### src/rtl/pxs_pkg.sv
package pxs_pkg;
  typedef enum logic [2:0] {
    SYM_UBLACK = 3'd0,
    SYM_BLACK  = 3'd1,
    SYM_LEVREF = 3'd2,
    SYM_ADDR   = 3'd3,
    SYM_PULSE  = 3'd4
  } sym_kind_e;

  typedef enum logic [1:0] {
    ST_IDLE = 2'd0,
    ST_HDR  = 2'd1,
    ST_HIT  = 2'd2,
    ST_PASS = 2'd3
  } seq_state_e;

  localparam int HDR_LEN = 3;
endpackage

### src/rtl/pxs_rst_sync.sv
module pxs_rst_sync #(
  parameter int STAGES = 2
) (
  input  logic clk_i,
  input  logic rst_ni,
  output logic rst_sync_no
);
  logic [STAGES-1:0] sync_q;
  logic [STAGES-1:0] sync_d;

  always_comb begin
    sync_d = {sync_q[STAGES-2:0], 1'b1};
  end

  always_ff @(posedge clk_i or negedge rst_ni) begin
    if (!rst_ni) sync_q <= '0;
    else         sync_q <= sync_d;
  end

  assign rst_sync_no = sync_q[STAGES-1];
endmodule

### src/rtl/pxs_sequencer.sv
module pxs_sequencer
  import pxs_pkg::*;
#(
  parameter int HIT_SYMS = 6,
  parameter int PHASE_W  = 3
) (
  input  logic               clk_i,
  input  logic               rst_ni,
  input  logic               tok_in_i,
  input  logic               fifo_empty_i,
  output seq_state_e         state_o,
  output logic [PHASE_W-1:0] phase_o,
  output logic               load_o,
  output logic               busy_o,
  output logic               tok_out_o
);
  seq_state_e         state_q, state_d;
  logic [PHASE_W-1:0] phase_q, phase_d;
  logic               phase_en;
  logic               hdr_last, hit_last;

  assign hdr_last = (phase_q == PHASE_W'(HDR_LEN - 1));
  assign hit_last = (phase_q == PHASE_W'(HIT_SYMS - 1));

  always_comb begin
    state_d  = state_q;
    phase_d  = phase_q;
    phase_en = 1'b0;
    unique case (state_q)
      ST_IDLE: begin
        if (tok_in_i) begin
          state_d  = ST_HDR;
          phase_d  = '0;
          phase_en = 1'b1;
        end
      end
      ST_HDR, ST_HIT: begin
        phase_en = 1'b1;
        if ((state_q == ST_HDR && hdr_last) || (state_q == ST_HIT && hit_last)) begin
          phase_d = '0;
          state_d = fifo_empty_i ? ST_PASS : ST_HIT;
        end else begin
          phase_d = phase_q + PHASE_W'(1);
        end
      end
      ST_PASS: begin
        state_d = ST_IDLE;
      end
      default: state_d = ST_IDLE;
    endcase
  end

  always_ff @(posedge clk_i or negedge rst_ni) begin
    if (!rst_ni) state_q <= ST_IDLE;
    else         state_q <= state_d;
  end

  always_ff @(posedge clk_i or negedge rst_ni) begin
    if (!rst_ni)       phase_q <= '0;
    else if (phase_en) phase_q <= phase_d;
  end

  assign state_o   = state_q;
  assign phase_o   = phase_q;
  assign load_o    = (state_q == ST_HIT) && (phase_q == '0);
  assign busy_o    = (state_q != ST_IDLE);
  assign tok_out_o = (state_q == ST_PASS);

  // the token handed on lasts one cycle
  assert_tok_pulse_R6: assert property (@(posedge clk_i) disable iff (!rst_ni)
    tok_out_o |=> !tok_out_o);

  // a hit never runs past its last symbol slot
  assert_hit_phase_R3: assert property (@(posedge clk_i) disable iff (!rst_ni)
    (state_q == ST_HIT) |-> (phase_q < PHASE_W'(HIT_SYMS)));

  // the header always runs its full length before hits or token-out
  assert_hdr_len_R2: assert property (@(posedge clk_i) disable iff (!rst_ni)
    (state_q == ST_HDR && !hdr_last) |=> (state_q == ST_HDR));
endmodule

### src/rtl/pxs_hit_slicer.sv
module pxs_hit_slicer
  import pxs_pkg::*;
#(
  parameter int COL_DIGITS = 2,
  parameter int ROW_DIGITS = 3,
  parameter int DIGIT_W    = 3,
  parameter int PH_W       = 8,
  parameter int PHASE_W    = 3,
  localparam int COL_W       = COL_DIGITS * DIGIT_W,
  localparam int ROW_W       = ROW_DIGITS * DIGIT_W,
  localparam int ADDR_DIGITS = COL_DIGITS + ROW_DIGITS,
  localparam int ADDR_W      = COL_W + ROW_W
) (
  input  logic               clk_i,
  input  logic               rst_ni,
  input  seq_state_e         state_i,
  input  logic [PHASE_W-1:0] phase_i,
  input  logic               load_i,
  input  logic [COL_W-1:0]   col_i,
  input  logic [ROW_W-1:0]   row_i,
  input  logic [PH_W-1:0]    ph_i,
  output logic               valid_o,
  output sym_kind_e          kind_o,
  output logic [PH_W-1:0]    data_o
);
  logic [ADDR_W-1:0] addr_q;
  logic [PH_W-1:0]   ph_q;
  logic [ADDR_W-1:0] addr_src;
  logic [PH_W-1:0]   ph_src;
  logic [DIGIT_W-1:0] digit [ADDR_DIGITS];

  // latch the head entry in the cycle it is popped
  always_ff @(posedge clk_i or negedge rst_ni) begin
    if (!rst_ni) begin
      addr_q <= '0;
      ph_q   <= '0;
    end else if (load_i) begin
      addr_q <= {col_i, row_i};
      ph_q   <= ph_i;
    end
  end

  // the first symbol of a hit comes straight from the FIFO head
  assign addr_src = load_i ? {col_i, row_i} : addr_q;
  assign ph_src   = load_i ? ph_i : ph_q;

  for (genvar d = 0; d < ADDR_DIGITS; d++) begin : g_digit
    assign digit[d] = addr_src[ADDR_W-1-d*DIGIT_W -: DIGIT_W];
  end

  always_comb begin
    valid_o = 1'b0;
    kind_o  = SYM_UBLACK;
    data_o  = '0;
    if (state_i == ST_HDR) begin
      valid_o = 1'b1;
      unique case (phase_i)
        PHASE_W'(0): kind_o = SYM_UBLACK;
        PHASE_W'(1): kind_o = SYM_BLACK;
        default:     kind_o = SYM_LEVREF;
      endcase
    end else if (state_i == ST_HIT) begin
      valid_o = 1'b1;
      if (phase_i < PHASE_W'(ADDR_DIGITS)) begin
        kind_o = SYM_ADDR;
        for (int d = 0; d < ADDR_DIGITS; d++) begin
          if (phase_i == PHASE_W'(d)) data_o = {{(PH_W-DIGIT_W){1'b0}}, digit[d]};
        end
      end else begin
        kind_o = SYM_PULSE;
        data_o = ph_src;
      end
    end
  end

  // address digit symbols never use the upper data bits
  assert_digit_narrow_R3: assert property (@(posedge clk_i) disable iff (!rst_ni)
    (valid_o && kind_o == SYM_ADDR) |-> (data_o[PH_W-1:DIGIT_W] == '0));
endmodule

### src/rtl/pix_token_serializer.sv
module pix_token_serializer
  import pxs_pkg::*;
#(
  parameter int COL_DIGITS = 2,
  parameter int ROW_DIGITS = 3,
  parameter int DIGIT_W    = 3,
  parameter int PH_W       = 8,
  localparam int COL_W    = COL_DIGITS * DIGIT_W,
  localparam int ROW_W    = ROW_DIGITS * DIGIT_W,
  localparam int HIT_SYMS = COL_DIGITS + ROW_DIGITS + 1,
  localparam int SEQ_LEN  = (HIT_SYMS > HDR_LEN) ? HIT_SYMS : HDR_LEN,
  localparam int PHASE_W  = $clog2(SEQ_LEN)
) (
  input  logic             clk_i,
  input  logic             rst_ni,
  input  logic             tok_in_i,
  input  logic             fifo_empty_i,
  input  logic [COL_W-1:0] fifo_col_i,
  input  logic [ROW_W-1:0] fifo_row_i,
  input  logic [PH_W-1:0]  fifo_ph_i,
  output logic             fifo_rd_o,
  output logic             sym_valid_o,
  output logic [2:0]       sym_kind_o,
  output logic [PH_W-1:0]  sym_data_o,
  output logic             tok_out_o
);
  logic               rst_n;
  seq_state_e         state;
  logic [PHASE_W-1:0] phase;
  logic               load;
  logic               busy;
  sym_kind_e          kind;

  pxs_rst_sync #(.STAGES(2)) u_rst (
    .clk_i       (clk_i),
    .rst_ni      (rst_ni),
    .rst_sync_no (rst_n)
  );

  pxs_sequencer #(.HIT_SYMS(HIT_SYMS), .PHASE_W(PHASE_W)) u_seq (
    .clk_i        (clk_i),
    .rst_ni       (rst_n),
    .tok_in_i     (tok_in_i),
    .fifo_empty_i (fifo_empty_i),
    .state_o      (state),
    .phase_o      (phase),
    .load_o       (load),
    .busy_o       (busy),
    .tok_out_o    (tok_out_o)
  );

  pxs_hit_slicer #(
    .COL_DIGITS(COL_DIGITS), .ROW_DIGITS(ROW_DIGITS),
    .DIGIT_W(DIGIT_W), .PH_W(PH_W), .PHASE_W(PHASE_W)
  ) u_slice (
    .clk_i   (clk_i),
    .rst_ni  (rst_n),
    .state_i (state),
    .phase_i (phase),
    .load_i  (load),
    .col_i   (fifo_col_i),
    .row_i   (fifo_row_i),
    .ph_i    (fifo_ph_i),
    .valid_o (sym_valid_o),
    .kind_o  (kind),
    .data_o  (sym_data_o)
  );

  assign sym_kind_o = kind;
  assign fifo_rd_o  = load;

  // an accepted token is followed by the ultra-black marker
  assert_hdr_start_R2: assert property (@(posedge clk_i) disable iff (!rst_n)
    (tok_in_i && !busy) |=> (sym_valid_o && sym_kind_o == SYM_UBLACK));

  // a token seen while busy never opens a new header
  assert_ignore_busy_R7: assert property (@(posedge clk_i) disable iff (!rst_n)
    (tok_in_i && busy) |=> !(sym_valid_o && sym_kind_o == SYM_UBLACK));

  // token-out is quiet on the symbol stream and follows a symbol
  assert_tok_quiet_R6: assert property (@(posedge clk_i) disable iff (!rst_n)
    tok_out_o |-> (!sym_valid_o && $past(sym_valid_o)));

  // no pop from an empty FIFO
  assert_pop_nonempty_R5: assert property (@(posedge clk_i) disable iff (!rst_n)
    fifo_rd_o |-> !fifo_empty_i);
endmodule

### config.mk
export PLATFORM = sky130hd
export DESIGN_NAME = pix_token_serializer
export DESIGN_NICKNAME = d
export VERILOG_FILES = /design/src/rtl/pxs_pkg.sv /design/src/rtl/pxs_rst_sync.sv /design/src/rtl/pxs_sequencer.sv /design/src/rtl/pxs_hit_slicer.sv /design/src/rtl/pix_token_serializer.sv
export SDC_FILE = /design/constraint.sdc
export NUM_CORES = 1
export LEC_CHECK = 0
export ABC_CLOCK_PERIOD_IN_PS = 3510
export BUFFER_PORTS_ARGS = -buffer_cell sky130_fd_sc_hd__buf_2
export CORE_AREA = 8 8 68 70
export CTS_BUF_LIST = sky130_fd_sc_hd__clkbuf_2
export CTS_CLUSTER_DIAMETER = 40
export DETAILED_ROUTE_END_ITERATION = 7
export DIE_AREA = 0 0 76 78
export GPL_ROUTABILITY_DRIVEN = 0
export HOLD_SLACK_MARGIN = 0.12
export PLACE_DENSITY_LB_ADDON = 0.3
export SYNTH_ARGS = -nofsm -noshare
export SYNTH_HDL_FRONTEND = slang
export SYNTH_SLANG_ARGS = --single-unit
export TNS_END_PERCENT = 30
### constraint.sdc
create_clock -name clk_i -period 3.51 [get_ports clk_i]
set_clock_uncertainty 0.15 [all_clocks]
set_input_delay 0.1755 -clock clk_i [delete_from_list [all_inputs] [get_ports clk_i]]
set_output_delay 0.1755 -clock clk_i [all_outputs]
set_load 0.1 [all_outputs]
==> flow_metrics.py, run 1 <==
metrics = {
    "yosys": {
        "synth-seq-cells": 30,
        "ys_warn_count": 0,
        "yosys_most_used_dff": "dfrtp_1",
        "synth.cell_area_mm2": 0.00174,
        "postSynthCellCount": 164,
        "yosysSeqAreaShare_pct": 43.2,
        "synth_edf_count": 0,
        "syn_nets": 200,
        "ys_types": 34,
        "synthArstFlopShare_pct": 100,
        "synth.avg_cell_area_um2": 10.6,
    },
    "floorplan": {
        "die_w_um": 76,
        "num_io_pins": 41,
        "num_rows": 22,
        "design.die.area_mm2": 0.00593,
        "coreArea_mm2": 0.00355,
        "die_h_um": 78,
        "initial_core_util_pct": 48.9,
    },
    "grt": {
        "antenna_found_initial": 0,
        "grt_util_all_layers_pct": 13.4,
        "grt_pass1_vias": 1426,
        "overflow": 0,
        "grt_max_degree": 29,
        "grt_pass1_wl_mm": 6.51,
    },
    "power_and_ir_drop": {
        "p_leak_nw": 1.13,
        "power.density_mw_per_mm2": 914,
        "ir_worst_vdd_uv": 411,
    },
    "hold_path": {
        "whs_path_depth": 0,
        "hold_start": "u_rst.sync_q[0]",
        "min_path_type": "flip-flop to flip-flop",
    },
    "setup_path": {
        "reg2reg_slack_ns": 0.91,
        "startpoint_type": "flip-flop",
        "slowest_delay_ns": 0.51,
        "crit_required_ns": 3.18,
        "critPathCapture": "sym_data_o[2]",
        "arrival_ns": 2.84,
        "r2r_cells": 7,
        "crit_path_start": "u_seq.state_o[0]",
        "r2r-start": "u_seq.state_o[0]",
        "slowest_stage": "ha_1",
        "cp_max_fo": 27,
        "worstPathCellList": "inv_1 -> ha_1 -> nand3b_4 -> mux2_2 -> a221o_1 -> buf_2",
        "end_kind": "output pin",
        "r2r-end": "u_seq.state_o[0]",
        "path_class": "flip-flop to output pin",
    },
    "routing": {
        "ant_nets": 0,
        "drc": 0,
        "wl_per_cell_um": 14.3,
        "via_count": 1423,
        "viasPerCell": 5.08,
        "drt_iter0_drc": 26,
        "routed_wl_mm": 4.00,
        "drtPass1Iterations": 4,
    },
    "timing": {
        "min_period_over_period_pct": 90.1,
        "fin_setup_tns_ns": 0,
        "max_slew_margin_pct": 26.1,
        "rsz0062_at_grt": "false",
        "tightestPinTransition_ns": 1.11,
        "finalHoldViolCount": 0,
        "drv_slew": 0,
        "min_period_ns": 3.16,
        "fin_ws_ns": 0.347,
        "setup_viol": 0,
        "max_clock_freq_mhz": 316,
    },
    "layout": {
        "nNetsFinal": 268,
        "n_antenna_cell": 0,
        "areaGrowthSynthToFinish_pct": 30.0,
        "layout_commonest_cell": "buf_2",
        "mostFrequentLayoutCells": "buf_2, dfrtp_1, dlygate4sd3_1",
        "drive_gt1_share_pct": 31.9,
    },
    "placement": {
        "dpl.hpwl_mm": 2.87,
        "portBuffers": 40,
        "pre_cts_ws_ns": 0.763,
    },
    "cts": {
        "tritoncts": "yes",
        "worstSkewPairLatency_ns": 0.36,
        "clockRootBuffer": "clkbuf_2",
        "clk_pin_slew_ns": 0.14,
        "cts_buffers": 5,
        "cts.repair.resized": 0,
        "cts-htree-levels": 2,
        "clock_path_buffers": 2,
        "cts_sinks": 30,
    },
    "outcome": {
        "run_status": "complete, no violations",
    },
    "job": {
        "maxCapViolations": 0,
    },
}
==> stage by stage <==
stage	std cells	util, %	area, um^2	hold WS, ns	power (mW)
after global placement	245	54.8	1940	-0.191	1.84
after CTS	280	63.6	2260	0.230	2.08
after floorplan	164	-	1740	-0.270	1.69
final	280	63.6	2260	0.226	2.06
after global routing	280	63.6	2260	0.246	2.21
after detailed placement	245	54.8	1940	-0.188	1.87
==> Yosys cell counts, types with 4 or more instances <==
cell type / number / area, um^2
a211oi_1: 4 / 30.0
a21oi_1: 4 / 20.0
and2_1: 5 / 31.3
dfrtp_1: 30 / 751
ha_1: 9 / 113
inv_1: 8 / 30.0
mux2_2: 23 / 259
mux2i_1: 5 / 50.1
nand2_1: 19 / 71.3
nor2_1: 10 / 37.5
nor4_1: 5 / 31.3
o211ai_1: 4 / 30.0
==> worst min path at each step <==
stage          slack, ns               to
2_1_floorplan      -0.27  u_rst.sync_q[0]
3_3_place_gp       -0.19  u_rst.sync_q[1]
3_5_place_dp       -0.19  u_rst.sync_q[0]
4_1_cts             0.23  u_rst.sync_q[1]
5_1_grt             0.25  u_rst.sync_q[1]
6_report            0.23  u_rst.sync_q[1]
==> registers in the layout, indices dropped and copies added, names as in the netlist <==
| signal | flops |
|---|---|
| u_seq.state_o | 2 |
| u_slice.ph_q | 8 |
| u_rst.sync_q | 2 |
| u_seq.phase_o | 3 |
| u_slice.addr_q | 15 |
==> timing repair <==
item                                   in CTS  in global routing
setup endpoints to repair                   0                  0
hold buffers                               28                  0
setup buffers                               0                  0
endpoints found under the hold margin      30                  0
==> final cells by class <==
cell class	count	area, um^2
tap	48	60.1
multi-input combinational	119	903
clock buffer	7	35.0
inverter	8	30.0
fill	290	1290
timing repair buffer	68	480
sequential	30	751
==> cells by family after synthesis <==
| logic type | count (synthesis) | share of synthesized area, % |
|---|---|---|
| simple gates | 54 | 16.3 |
| flops | 30 | 43.2 |
| mux | 28 | 17.8 |
| compound gates | 27 | 11.2 |
| buf+inv | 15 | 4.82 |
| fa+ha+maj | 9 | 6.48 |
| other cells | 1 | 0.216 |
==> power breakdown <==
part           switching [mW]  internal, mW  leakage, nW
clock                   0.111        0.0519       0.0291
combinational           0.811         0.470        0.742
sequential              0.110         0.510        0.357
==> worst max-delay path, delay by kind of cell, from the launching register on <==
family / cells / cell delay, ns
multiplexers: 1 / 0.41
AND/OR/NAND/NOR: 1 / 0.39
adder cells (fa/ha/maj): 1 / 0.51
flip-flops: 1 / 0.43
buffers and inverters: 2 / 0.39
AO/OA/AOI/OAI: 1 / 0.32
==> routing by layer <==
metal	global-route usage, %	part of all wire, %
met5	0	0
met4	5.29	1.4
met3	4.61	5.3
met2	24.3	51
met1	13.9	42
No activity file was read; power rests on OpenSTA's default activity.
==> inputs of run 2 (changes only) <==
Settings changed: CAP_MARGIN from default to 20, CORE_AREA 8 8 68 70 to 2 2 62 64, CTS_BUF_LIST sky130_fd_sc_hd__clkbuf_2 to sky130_fd_sc_hd__clkbuf_8, DIE_AREA 0 0 76 78 to 0 0 64 66.
==> flow_metrics.py, run 2 (synthesized netlist as in run 1, its figures left out) <==
metrics = {
    "outcome": {
        "run_status": "complete, no violations",
    },
    "grt": {
        "grt_max_degree": 29,
        "grt_pass1_wl_mm": 6.71,
        "antenna_found_initial": 0,
        "grt_pass1_vias": 1544,
        "overflow": 0,
        "grt_util_all_layers_pct": 20.8,
    },
    "cts": {
        "cts_setup_buffers": 0,
        "worstSkewPairLatency_ns": 0.28,
        "clock_path_buffers": 2,
        "clk_pin_slew_ns": 0.06,
        "clockRootBuffer": "clkbuf_8",
        "cts-htree-levels": 2,
        "tritoncts": "yes",
        "cts_sinks": 30,
        "cts.repair.resized": 0,
        "cts_buffers": 5,
    },
    "layout": {
        "regMostFlops": "u_slice.addr_q",
        "post-route-util_pct": 66.0,
        "nNetsFinal": 267,
        "nFillCells": 271,
        "drive_gt1_share_pct": 32.8,
        "n_antenna_cell": 0,
        "fin_cells": 280,
        "mostFrequentLayoutCells": "buf_2, dfrtp_1, dlygate4sd3_1",
        "areaGrowthSynthToFinish_pct": 34.8,
        "layout_commonest_cell": "buf_2",
        "largest_reg_flops": 15,
    },
    "job": {
        "maxCapViolations": 0,
    },
    "power_and_ir_drop": {
        "p_leak_nw": 1.16,
        "ir_worst_vdd_uv": 513,
        "power.density_mw_per_mm2": 951,
    },
    "floorplan": {
        "coreArea_mm2": 0.00355,
        "initial_core_util_pct": 48.9,
        "design.die.area_mm2": 0.00422,
        "num_rows": 22,
        "num_io_pins": 41,
        "die_w_um": 64,
        "die_h_um": 66,
    },
    "timing": {
        "tightestPinTransition_ns": 0.575,
        "setup_viol": 0,
        "min_period_over_period_pct": 87.7,
        "rsz0062_at_grt": "false",
        "min_period_ns": 3.08,
        "max_slew_margin_pct": 61.7,
        "drv_slew": 0,
        "finalHoldViolCount": 0,
        "whs_ns": 0.0882,
        "fin_setup_tns_ns": 0,
        "max_clock_freq_mhz": 325,
    },
    "setup_path": {
        "end_kind": "output pin",
        "r2r_cells": 4,
        "crit_required_ns": 3.18,
        "arrival_ns": 2.75,
        "startpoint_type": "flip-flop",
        "cp_max_fo": 27,
        "path_class": "flip-flop to output pin",
    },
    "routing": {
        "viasPerCell": 5.19,
        "drtPass1Iterations": 4,
        "ant_nets": 0,
        "via_count": 1453,
        "wl_per_cell_um": 13.7,
        "drc": 0,
        "drt_iter0_drc": 37,
        "routed_wl_mm": 3.82,
    },
    "hold_path": {
        "min_path_type": "flip-flop to async pin",
    },
    "placement": {
        "dpl.hpwl_mm": 2.74,
        "dp_cells": 245,
        "portBuffers": 40,
    },
}
## run 2: cell count changes in the layout (fill, tap and decap cells not counted)
cell and delta:
clkbuf_8 +8, clkbuf_2 -7, dlygate4sd3_1 -2, buf_16 +1
## run 2: critical path: stages (launching register included)
cell and delay, ns:
dfrtp_1 0.44, inv_1 0.11, ha_1 0.48, nand3b_4 0.40, mux2_2 0.41, a221o_1 0.32
buf_2 0.30
## run 2: through the flow
| step | worst slack [ns] | area [um^2] | power [mW] |
|---|---|---|---|
| 5_1_grt | 0.256 | 2340 | 2.39 |
| 3_3_place_gp | 0.842 | 1940 | 1.83 |
| 4_1_cts | 0.433 | 2310 | 2.23 |
| 6_report | 0.431 | 2340 | 2.23 |
| 3_5_place_dp | 0.750 | 1940 | 1.88 |
| 2_1_floorplan | 0.306 | 1740 | 1.69 |
## run 2: repair_timing
item                                    4_1_cts  5_1_grt
hold buffers                                 26        0
endpoints found under the hold margin        26        0
endpoints found under the setup margin        0        0
## run 2: final timing paths
check,start,endpoint,slack [ns]
min in group clk_i,tok_in_i,u_seq.state_o[0],0.16
min reg2reg,u_rst.sync_q[1],u_seq.state_o[1],0.09
min,u_rst.sync_q[1],u_seq.state_o[1],0.09
max,u_seq.phase_o[0],sym_data_o[2],0.43
max reg2reg,u_seq.phase_o[0],u_slice.ph_q[2],1.39
max in group asynchronous,rst_ni,u_rst.sync_q[0],2.51
## run 2: final cells by class
type	instances	area [um^2]	area share [%]
clock buffers	8	110	4.70
multi-input cells	119	903	38.6
well taps	48	60.1	2.56
flip-flops and latches	30	751	32.1
inverters	8	30.0	1.28
repair buffers	67	488	20.8
## run 2: metal layers
layer	up-vias	GRT usage, %	share of wire [%]
met5	-	0	0
met4	0	9.51	1.7
met3	9	5.96	5.1
met2	35	37.5	51
met1	699	22.4	42
li1	710	-	-
## run 2: power by group
group	switching (mW)	internal [mW]
clock	0.123	0.198
combinational	0.823	0.457
sequential	0.113	0.513
total	1.06	1.17
==> inputs of run 3 (changes only) <==
Settings changed: BUFFER_PORTS_ARGS -buffer_cell sky130_fd_sc_hd__buf_2 to default, DONT_BUFFER_PORTS from default to 1.
==> flow_metrics.py, run 3 (synthesized netlist as in run 1, its figures left out) <==
metrics = {
    "cts": {
        "clk_pin_slew_ns": 0.06,
        "cts_sinks": 30,
        "cts_buffers": 5,
        "cts.repair.resized": 0,
        "worstSkewPairLatency_ns": 0.28,
        "cts-htree-levels": 2,
        "tritoncts": "yes",
        "clock_path_buffers": 2,
        "clockRootBuffer": "clkbuf_8",
        "cts_setup_buffers": 0,
        "ctsHoldBuffers": 28,
    },
    "placement": {
        "dpl.hpwl_mm": 2.67,
        "portBuffers": 0,
    },
    "timing": {
        "fin_setup_tns_ns": 0,
        "rsz0062_at_grt": "false",
        "setup_viol": 0,
        "finalHoldViolCount": 0,
        "min_period_ns": 2.97,
        "drv_slew": 0,
        "max_clock_freq_mhz": 336,
        "min_period_over_period_pct": 84.7,
        "tightestPinTransition_ns": 1.10,
        "max_slew_margin_pct": 26.6,
    },
    "floorplan": {
        "num_rows": 22,
        "design.die.area_mm2": 0.00422,
        "die_w_um": 64,
        "initial_core_util_pct": 48.9,
        "die_h_um": 66,
        "coreArea_mm2": 0.00355,
        "num_io_pins": 41,
    },
    "setup_path": {
        "r2r_cells": 7,
        "path_class": "flip-flop to output pin",
        "reg2reg_slack_ns": 0.91,
        "r2r-end": "u_seq.state_o[0]",
        "arrival_ns": 2.65,
        "end_kind": "output pin",
        "cp_max_fo": 27,
        "startpoint_type": "flip-flop",
        "r2r-start": "u_seq.state_o[0]",
        "crit_required_ns": 3.18,
    },
    "grt": {
        "grt_pass1_vias": 1379,
        "antenna_found_initial": 0,
        "overflow": 0,
        "grt_util_all_layers_pct": 19.2,
        "grt_pass1_wl_mm": 6.20,
        "grt_max_degree": 29,
    },
    "layout": {
        "n_antenna_cell": 0,
        "drive_gt1_share_pct": 24.2,
        "nNetsFinal": 242,
        "layout_commonest_cell": "dfrtp_1",
        "areaGrowthSynthToFinish_pct": 28.6,
        "mostFrequentLayoutCells": "dfrtp_1, dlygate4sd3_1, mux2_2",
        "regMostFlops": "u_slice.addr_q",
        "largest_reg_flops": 15,
    },
    "routing": {
        "drtPass1Iterations": 4,
        "via_count": 1340,
        "wl_per_cell_um": 14.5,
        "viasPerCell": 5.25,
        "drc": 0,
        "drt_iter0_drc": 23,
        "routed_wl_mm": 3.70,
        "ant_nets": 0,
    },
    "power_and_ir_drop": {
        "finalPower_mw": 2.20,
        "ir_worst_vdd_uv": 467,
        "power.density_mw_per_mm2": 987,
        "p_leak_nw": 1.05,
    },
    "outcome": {
        "run_status": "complete, no violations",
    },
    "hold_path": {
        "min_path_type": "flip-flop to async pin",
    },
    "job": {
        "maxCapViolations": 0,
    },
}
[run 3: cell count changes in the layout (fill, tap and decap cells not counted), sizes merged]
cell,delta
clkbuf,-2
buf,-27
dlygate4sd3,+2
inv,+1
clkinv,+1
[run 3: final cells by class]
| cell class | instances | area (um^2) |
|---|---|---|
| fill | 301 | 1320 |
| multi-input combinational | 119 | 910 |
| sequential | 30 | 751 |
| timing repair buffer | 42 | 393 |
| clock buffer | 6 | 82.6 |
| tap | 48 | 60.1 |
| inverter | 8 | 30.0 |
| clock inverter | 2 | 8.76 |
[run 3: worst max-delay path by stage]
stage,to,from,slack [ns]
after CTS,sym_data_o[2],u_seq.state_o[0],0.52
after floorplan,sym_kind_o[0],u_seq.phase_o[1],0.31
after global placement,sym_data_o[2],u_seq.state_o[0],0.91
final,sym_data_o[2],u_seq.phase_o[0],0.54
after global routing,sym_data_o[1],u_seq.phase_o[0],0.34
after detailed placement,sym_data_o[2],u_seq.state_o[0],0.82
[run 3: where the power goes]
group / switching, mW / internal, mW / leakage (nW)
sequential: 0.110 / 0.513 / 0.357
clock: 0.122 / 0.155 / 0.0524
combinational: 0.822 / 0.483 / 0.644
[run 3: metrics by stage]
step	setup slack, ns	area (um^2)	hold WS, ns	utilization, %	std cells
after CTS	0.516	2220	0.216	62.5	254
after global placement	0.907	1850	-0.270	52.0	218
after floorplan	0.306	1740	-0.270	-	164
after global routing	0.337	2230	0.160	62.9	255
final	0.536	2230	0.112	62.9	255
after detailed placement	0.817	1850	-0.270	52.0	218
[run 3: critical path: stages (launching register included)]
cell and delay (ns):
dfrtp_1 0.43, inv_1 0.10, ha_1 0.47, nand3b_4 0.40, mux2_2 0.41, a221o_1 0.31, buf_4 0.23
[run 3: layer usage]
layer	GRT usage, %	routed length, um	vias up
li1	-	-	658
met1	21.9	1620	647
met2	33.9	1830	29
met3	5.96	188	6
met4	6.52	53	0
met5	0	0	-
